**src/rtl/adcbus_pkg.sv**
```systemverilog
package adcbus_pkg;

  typedef enum logic [2:0] {
    PH_IDLE,
    PH_OEHI,
    PH_PRE,
    PH_STB,
    PH_HOLD,
    PH_POST
  } phase_t;

  function automatic int max2(input int a, input int b);
    return (a > b) ? a : b;
  endfunction

  // cycles covering at least ns nanoseconds, never less than one
  function automatic int ns_ceil(input int ns, input int clk_ps);
    return max2((ns * 1000 + clk_ps - 1) / clk_ps, 1);
  endfunction

  // cycles lasting strictly longer than ns nanoseconds
  function automatic int ns_over(input int ns, input int clk_ps);
    return (ns * 1000) / clk_ps + 1;
  endfunction

endpackage

```
**src/rtl/adcbus_wrfmt.sv**
```systemverilog
module adcbus_wrfmt #(
  parameter int AW       = 2,
  parameter int DW       = 8,
  parameter int RSV_ADDR = 3,
  parameter int LOCK_BIT = 4
) (
  input  logic [AW-1:0]    addr_i,
  input  logic [DW-1:0]    data_i,
  output logic [AW+DW-1:0] word_o
);
  logic to_rsv;
  assign to_rsv = (addr_i == AW'(RSV_ADDR));
  assign word_o[AW+DW-1:DW] = addr_i;

  for (genvar i = 0; i < DW; i++) begin : g_bit
    if (i == LOCK_BIT) begin : g_lock
      assign word_o[i] = data_i[i] & ~to_rsv;
    end else begin : g_pass
      assign word_o[i] = data_i[i];
    end
  end
endmodule

```
**src/rtl/adcbus_seq.sv**
```systemverilog
module adcbus_seq
  import adcbus_pkg::*;
#(
  parameter int CLK_PS    = 20000,
  parameter int BW        = 10,
  parameter int DW        = 8,
  parameter int RSV_ADDR  = 3,
  parameter int OE2STB_NS = 12,
  parameter int STB_NS    = 15,
  parameter int SETUP_NS  = 5,
  parameter int HOLD_NS   = 5,
  parameter int STB2OE_NS = 12
) (
  input  logic          clk,
  input  logic          rst_n,
  input  logic          wr_req,
  input  logic          clr_req,
  input  logic [BW-1:0] user_word,
  output logic          oe_o,
  output logic          wr_o,
  output logic          drv_o,
  output logic [BW-1:0] word_o,
  output logic          busy_o,
  output logic          start_o
);
  localparam int L_OEHI = 1;
  localparam int L_PRE  = max2(ns_ceil(OE2STB_NS, CLK_PS) - 1, 1);
  localparam int L_STB  = max2(ns_over(STB_NS, CLK_PS), ns_ceil(SETUP_NS, CLK_PS));
  localparam int L_HOLD = ns_ceil(HOLD_NS, CLK_PS);
  localparam int L_POST = max2(ns_ceil(STB2OE_NS, CLK_PS) - L_HOLD, 1);
  localparam int L_MAX  = max2(max2(L_PRE, L_STB), max2(L_HOLD, L_POST));
  localparam int CW     = $clog2(L_MAX + 1);
  localparam int SUMALL = L_OEHI + L_PRE + L_STB + L_HOLD + L_POST;
  localparam int RW     = $clog2(SUMALL + 2) + 1;
  localparam logic [BW-1:0] CLR_WORD = {(BW-DW)'(RSV_ADDR), DW'(0)};

  phase_t        ph, ph_nx;
  logic [CW-1:0] cnt, len_nx;
  logic          clr_pend;
  logic          use_clr;

  assign use_clr = clr_pend | clr_req;
  assign start_o = (ph == PH_IDLE) & (use_clr | wr_req);

  always_comb begin
    ph_nx  = PH_IDLE;
    len_nx = CW'(0);
    case (ph)
      PH_OEHI: begin ph_nx = PH_PRE;  len_nx = CW'(L_PRE - 1);  end
      PH_PRE:  begin ph_nx = PH_STB;  len_nx = CW'(L_STB - 1);  end
      PH_STB:  begin ph_nx = PH_HOLD; len_nx = CW'(L_HOLD - 1); end
      PH_HOLD: begin ph_nx = PH_POST; len_nx = CW'(L_POST - 1); end
      default: begin ph_nx = PH_IDLE; len_nx = CW'(0);          end
    endcase
  end

  always_ff @(posedge clk or negedge rst_n) begin
    if (!rst_n) begin
      ph       <= PH_IDLE;
      cnt      <= '0;
      word_o   <= '0;
      clr_pend <= 1'b1;
    end else if (ph == PH_IDLE) begin
      if (start_o) begin
        ph       <= PH_OEHI;
        cnt      <= CW'(L_OEHI - 1);
        word_o   <= use_clr ? CLR_WORD : user_word;
        clr_pend <= 1'b0;
      end
    end else if (cnt != '0) begin
      cnt <= cnt - 1'b1;
    end else begin
      ph  <= ph_nx;
      cnt <= len_nx;
    end
  end

  assign oe_o   = (ph != PH_IDLE);
  assign wr_o   = (ph == PH_STB);
  assign drv_o  = (ph == PH_PRE) | (ph == PH_STB) | (ph == PH_HOLD);
  assign busy_o = (ph != PH_IDLE) | clr_pend;

  // run-length observers for the timing assertions
  logic [RW-1:0] oe_run, stb_run;
  always_ff @(posedge clk or negedge rst_n) begin
    if (!rst_n) begin
      oe_run  <= '0;
      stb_run <= '0;
    end else begin
      oe_run  <= oe_o ? oe_run + 1'b1 : '0;
      stb_run <= wr_o ? stb_run + 1'b1 : '0;
    end
  end

  p_stb_in_oe_r4: assert property (@(posedge clk) disable iff (!rst_n) wr_o |-> oe_o);
  p_oe_lead_r4: assert property (@(posedge clk) disable iff (!rst_n)
    $rose(wr_o) |-> (oe_run == RW'(L_OEHI + L_PRE)));
  p_stb_width_r5: assert property (@(posedge clk) disable iff (!rst_n)
    $fell(wr_o) |-> (stb_run == RW'(L_STB)));
  p_hold_r6: assert property (@(posedge clk) disable iff (!rst_n) $fell(wr_o) |-> drv_o);
  p_bus_stable_r6: assert property (@(posedge clk) disable iff (!rst_n)
    (drv_o && $past(drv_o)) |-> $stable(word_o));
  p_drv_in_oe_r8: assert property (@(posedge clk) disable iff (!rst_n) drv_o |-> oe_o);
  p_drv_late_r8: assert property (@(posedge clk) disable iff (!rst_n) $rose(oe_o) |-> !drv_o);

  always @(negedge clk) begin
    if (!rst_n) p_wr_low_reset_r9: assert (!wr_o);
  end
endmodule

```
**src/rtl/adcbus_capture.sv**
```systemverilog
module adcbus_capture #(
  parameter int BW = 10
) (
  input  logic          clk,
  input  logic          rst_n,
  input  logic          take_i,
  input  logic [BW-1:0] bus_i,
  output logic          vld_o,
  output logic [BW-1:0] data_o
);
  always_ff @(posedge clk or negedge rst_n) begin
    if (!rst_n) begin
      vld_o  <= 1'b0;
      data_o <= '0;
    end else begin
      vld_o <= take_i;
      if (take_i) data_o <= bus_i;
    end
  end
endmodule

```
**src/rtl/adcbus_ctrl.sv**
```systemverilog
module adcbus_ctrl
  import adcbus_pkg::*;
#(
  parameter int CLK_PS    = 20000,
  parameter int AW        = 2,
  parameter int DW        = 8,
  parameter int RSV_ADDR  = 3,
  parameter int LOCK_BIT  = 4,
  parameter int OE2STB_NS = 12,
  parameter int STB_NS    = 15,
  parameter int SETUP_NS  = 5,
  parameter int HOLD_NS   = 5,
  parameter int STB2OE_NS = 12
) (
  input  logic             clk,
  input  logic             rst_n,
  input  logic             wr_req,
  input  logic [AW-1:0]    wr_addr,
  input  logic [DW-1:0]    wr_data,
  input  logic             clr_req,
  input  logic [AW+DW-1:0] bus_in,
  output logic             adc_oe,
  output logic             adc_wr,
  output logic             bus_drv,
  output logic [AW+DW-1:0] bus_out,
  output logic             busy,
  output logic             smp_vld,
  output logic [AW+DW-1:0] smp_data
);
  localparam int BW = AW + DW;

  logic [BW-1:0] user_word;
  logic          start;
  logic          take;

  adcbus_wrfmt #(.AW(AW), .DW(DW), .RSV_ADDR(RSV_ADDR), .LOCK_BIT(LOCK_BIT)) u_fmt (
    .addr_i(wr_addr), .data_i(wr_data), .word_o(user_word)
  );

  adcbus_seq #(
    .CLK_PS(CLK_PS), .BW(BW), .DW(DW), .RSV_ADDR(RSV_ADDR),
    .OE2STB_NS(OE2STB_NS), .STB_NS(STB_NS), .SETUP_NS(SETUP_NS),
    .HOLD_NS(HOLD_NS), .STB2OE_NS(STB2OE_NS)
  ) u_seq (
    .clk(clk), .rst_n(rst_n), .wr_req(wr_req), .clr_req(clr_req),
    .user_word(user_word), .oe_o(adc_oe), .wr_o(adc_wr), .drv_o(bus_drv),
    .word_o(bus_out), .busy_o(busy), .start_o(start)
  );

  assign take = ~busy & ~start;

  adcbus_capture #(.BW(BW)) u_cap (
    .clk(clk), .rst_n(rst_n), .take_i(take), .bus_i(bus_in),
    .vld_o(smp_vld), .data_o(smp_data)
  );

  p_lockbit_r3: assert property (@(posedge clk) disable iff (!rst_n)
    (bus_drv && bus_out[BW-1:DW] == AW'(RSV_ADDR)) |-> !bus_out[LOCK_BIT]);
  p_no_vld_busy_r12: assert property (@(posedge clk) disable iff (!rst_n)
    busy |-> !smp_vld);
  p_no_drv_oe_low_r1: assert property (@(posedge clk) disable iff (!rst_n)
    !adc_oe |-> !bus_drv);
endmodule

```
**config.mk**
```make
export PLATFORM = sky130hd
export DESIGN_NAME = adcbus_ctrl
export DESIGN_NICKNAME = d
export VERILOG_FILES = /design/src/rtl/adcbus_pkg.sv /design/src/rtl/adcbus_wrfmt.sv /design/src/rtl/adcbus_seq.sv /design/src/rtl/adcbus_capture.sv /design/src/rtl/adcbus_ctrl.sv
export SDC_FILE = /design/constraint.sdc
export NUM_CORES = 1
export LEC_CHECK = 0
export BUFFER_PORTS_ARGS = -buffer_cell sky130_fd_sc_hd__buf_2
export CAP_MARGIN = 20
export CORE_MARGIN = 2
export CORE_UTILIZATION = 49
export CTS_CLUSTER_SIZE = 14
export DETAILED_ROUTE_END_ITERATION = 12
export PLACE_DENSITY = 0.83
export RECOVER_POWER = 25
export SLEW_MARGIN = 20
export SYNTH_ARGS = -nofsm -noshare
export SYNTH_HDL_FRONTEND = slang
export SYNTH_SLANG_ARGS = --single-unit
export TNS_END_PERCENT = 5
```
**constraint.sdc**
```tcl
create_clock -name clk -period 3.6 [get_ports clk]
set_input_delay 0.54 -clock clk [delete_from_list [all_inputs] [get_ports clk]]
set_output_delay 0.54 -clock clk [all_outputs]
set_load 0.005 [all_outputs]
```
==> flow_summary.ini <==
[timing]
setup_violations = 0
slew_headroom_pct = 17.5
fin_skew_ns = 0.00631
period_needed_ns = 2.12
worst_pin_slew_ns = 1.24
finalCritPeriodShare_pct = 58.9
drv_slew = 0
hold_viol = 0
fin_setup_tns_ns = 0
grt_setup_unrepaired = false
timing.fmax_mhz = 472

[finish]
area_growth_pct = 24.7
multi_input_area_um2 = 407
final_nets = 159
regArea_um2 = 627
fillers = 168
final_util_pct = 66.3
final_layout_size_suffix_gt1_share_pct = 49.3
antenna_cells = 0

[clock_network]
cts_max_path_buffers = 2
cts-root-buf = clkbuf_4
cts_tree = done
cts-buffers-inserted = 3
post_cts_resized = 0
postCtsSetupBuffers = 0
clock_latency_ns = 0.30
numClockSinks = 25
postCtsHoldBufs = 0
path_clk_slew_ns = 0.12
cts_max_level = 1

[logic_synthesis]
synth_common_cells = 24 x dfrtp_1, 10 x o21ai_0, 9 x nand2_1
synthFlopType = dfrtp_1
synth_cells = 86
synth-edff-count = 0
async_flop_share_pct = 100
synth_area_leaders = dfrtp_1 56%, mux2_4 11%, o21ai_0 4.7%
synth.most_common_cell = dfrtp_1
synth_top_area_share_pct = 55.9
synth-seq-cells = 25
synth.cell_area_um2 = 1070
syn-num-nets = 110
ys_types = 25
synth.largest_area_cell = dfrtp_1
yosysWarnings = 0
synth_area_per_cell_um2 = 12.5
synth_seq_area_share_pct = 58.3

[worst_setup_path]
cp_slowest_cell = dfrtp_1
cpLargestDelayFamily = simple AND/OR/NAND/NOR gates
crit_start = u_seq.ph[1]
cp.required_ns = 3.06
crit_path_max_fanout = 10
crit_chain = nor3_4 -> or2b_1 -> buf_2
cp_num_cells = 3
worst_ep_arrival_time_ns = 1.58
max_stage_delay_ns = 0.48
reg2reg_depth = 3
critPathCaptureType = primary output
reg2reg_slack_ns = 1.80
reg2reg_from = u_seq.clr_pend
endpoint = busy
critPathKind = register to primary output
critPathBufInv = 1
critPathLaunchType = register
reg2reg_to = u_cap.data_o[6]

[power]
pwr_density_cell_nw_per_um2 = 735
p_leak_nw = 0.709
vdd_drop_max_mv = 0.439

[place]
gp_congestion = 0.756
io_buffers = 48
place_hpwl_um = 1530

[global_route]
grt_pass1_vias = 762
antenna_found_initial = 0
grt_max_degree = 26
grt_pass1_wl_um = 3580
gr-total-overflow = 0
grt.total_usage_pct = 18.4

[drt]
routed_wl_um = 2060
wl_per_cell_um = 12.8
drc = 0
vias = 802
drt-vias-per-instance = 4.98
antenna_left = 0
first_pass_iters = 4
drtIter0Drc = 12

[die]
die_w_um = 50.8
die_y_um = 50.8
core_region_area_um2 = 2020
io_pins = 49
initial_utilization_pct = 53.2
num_rows = 16
die_area_um2 = 2580

[min_path]
hold_path.class = input port to asynchronous set/reset pin

[flow_run]
drv_cap = 0

[status]
status = complete, no violations
-- cells in the final DEF, fill, tap and decap left out --
| master | netlist | final |
|---|---|---|
| and3_1 | 1 | 1 |
| nor3_4 | 1 | 1 |
| buf_2 | 2 | 47 |
| nand2_1 | 9 | 9 |
| dfstp_2 | 1 | 1 |
| nor3_2 | 1 | 1 |
| nor3b_1 | 1 | 1 |
| and2_1 | 1 | 1 |
| xnor2_1 | 1 | 1 |
| o21ai_0 | 10 | 10 |
| dfrtp_1 | 24 | 24 |
| mux2_4 | 8 | 8 |
| and2_4 | 1 | 1 |
| nor2_1 | 4 | 4 |
| nor3_1 | 2 | 2 |
| a211oi_1 | 1 | 1 |
| inv_2 | 1 | 1 |
| mux2_2 | 3 | 3 |
| or2b_1 | 1 | 1 |
| nand4_1 | 7 | 7 |
| inv_1 | 1 | 1 |
| clkbuf_1 | 1 | 2 |
| nand2b_1 | 1 | 1 |
| o31ai_1 | 2 | 2 |
| clkbuf_4 | 0 | 3 |
-- how the worst min path moves through the flow --
stage,end,slack [ns],cells after the start
3_3_place_gp,u_seq.word_o[0],0.49,2
6_report,u_cap.data_o[3],0.46,1
4_1_cts,u_cap.vld_o,0.20,1
2_1_floorplan,u_cap.data_o[0],0.24,0
5_1_grt,u_cap.data_o[7],0.45,2
3_5_place_dp,u_seq.word_o[1],0.49,2
-- final cells by class --
class	instances	share of cell area, %
flip-flops and latches	25	46.8
multi-input cells	55	30.3
repair buffers	48	17.8
well taps	27	2.52
clock buffers	4	1.96
inverters	2	0.560
-- logic make-up after synthesis --
family / share of synthesized area [%]
xor+xnor: 0.815
compound gates: 6.75
mux: 14.3
buf+inv: 3.84
flops: 58.3
simple gates: 16.0
-- state kept, by name, indices dropped and copies added (netlist names) --
| register | cells |
|---|---|
| u_cap.data_o | 10 |
| u_cap.vld_o | 1 |
| u_seq.clr_pend | 1 |
| u_seq.ph | 3 |
| u_seq.word_o | 10 |
-- worst register-to-register path: cells and delay by family (launching register included) --
family,cells,cell delay [ns]
DFF,1,0.42
muxes,1,0.36
and+or+nand+nor,2,0.93
-- metal layers --
metal  vias up  GRT usage (%)  share of wire, %
met5         -              0                 0
met4         0           6.76              0.58
met3         2           3.51               8.5
met2        39           27.0                45
met1       361           27.3                46
li1        400              -                 -
-- report_power, final --
group | switching (W) | internal [W]
Sequential | 0.0000765 | 0.000392
Clock | 0.0000737 | 0.0000431
Combinational | 0.000176 | 0.000224
-- through the flow --
stage               setup slack [ns]  area [um2]  std cells  power [W]  hold slack (ns)
global placement                1.55        1320        157   0.000858            0.489
finish                          1.48        1340        161   0.000984            0.459
global route                    1.36        1340        161    0.00107            0.451
detailed placement              1.48        1320        157   0.000877            0.487
floorplan                       1.94        1070         86   0.000711            0.244
CTS                             1.46        1340        161   0.000999            0.205
Power figures use the tool's default switching activity.
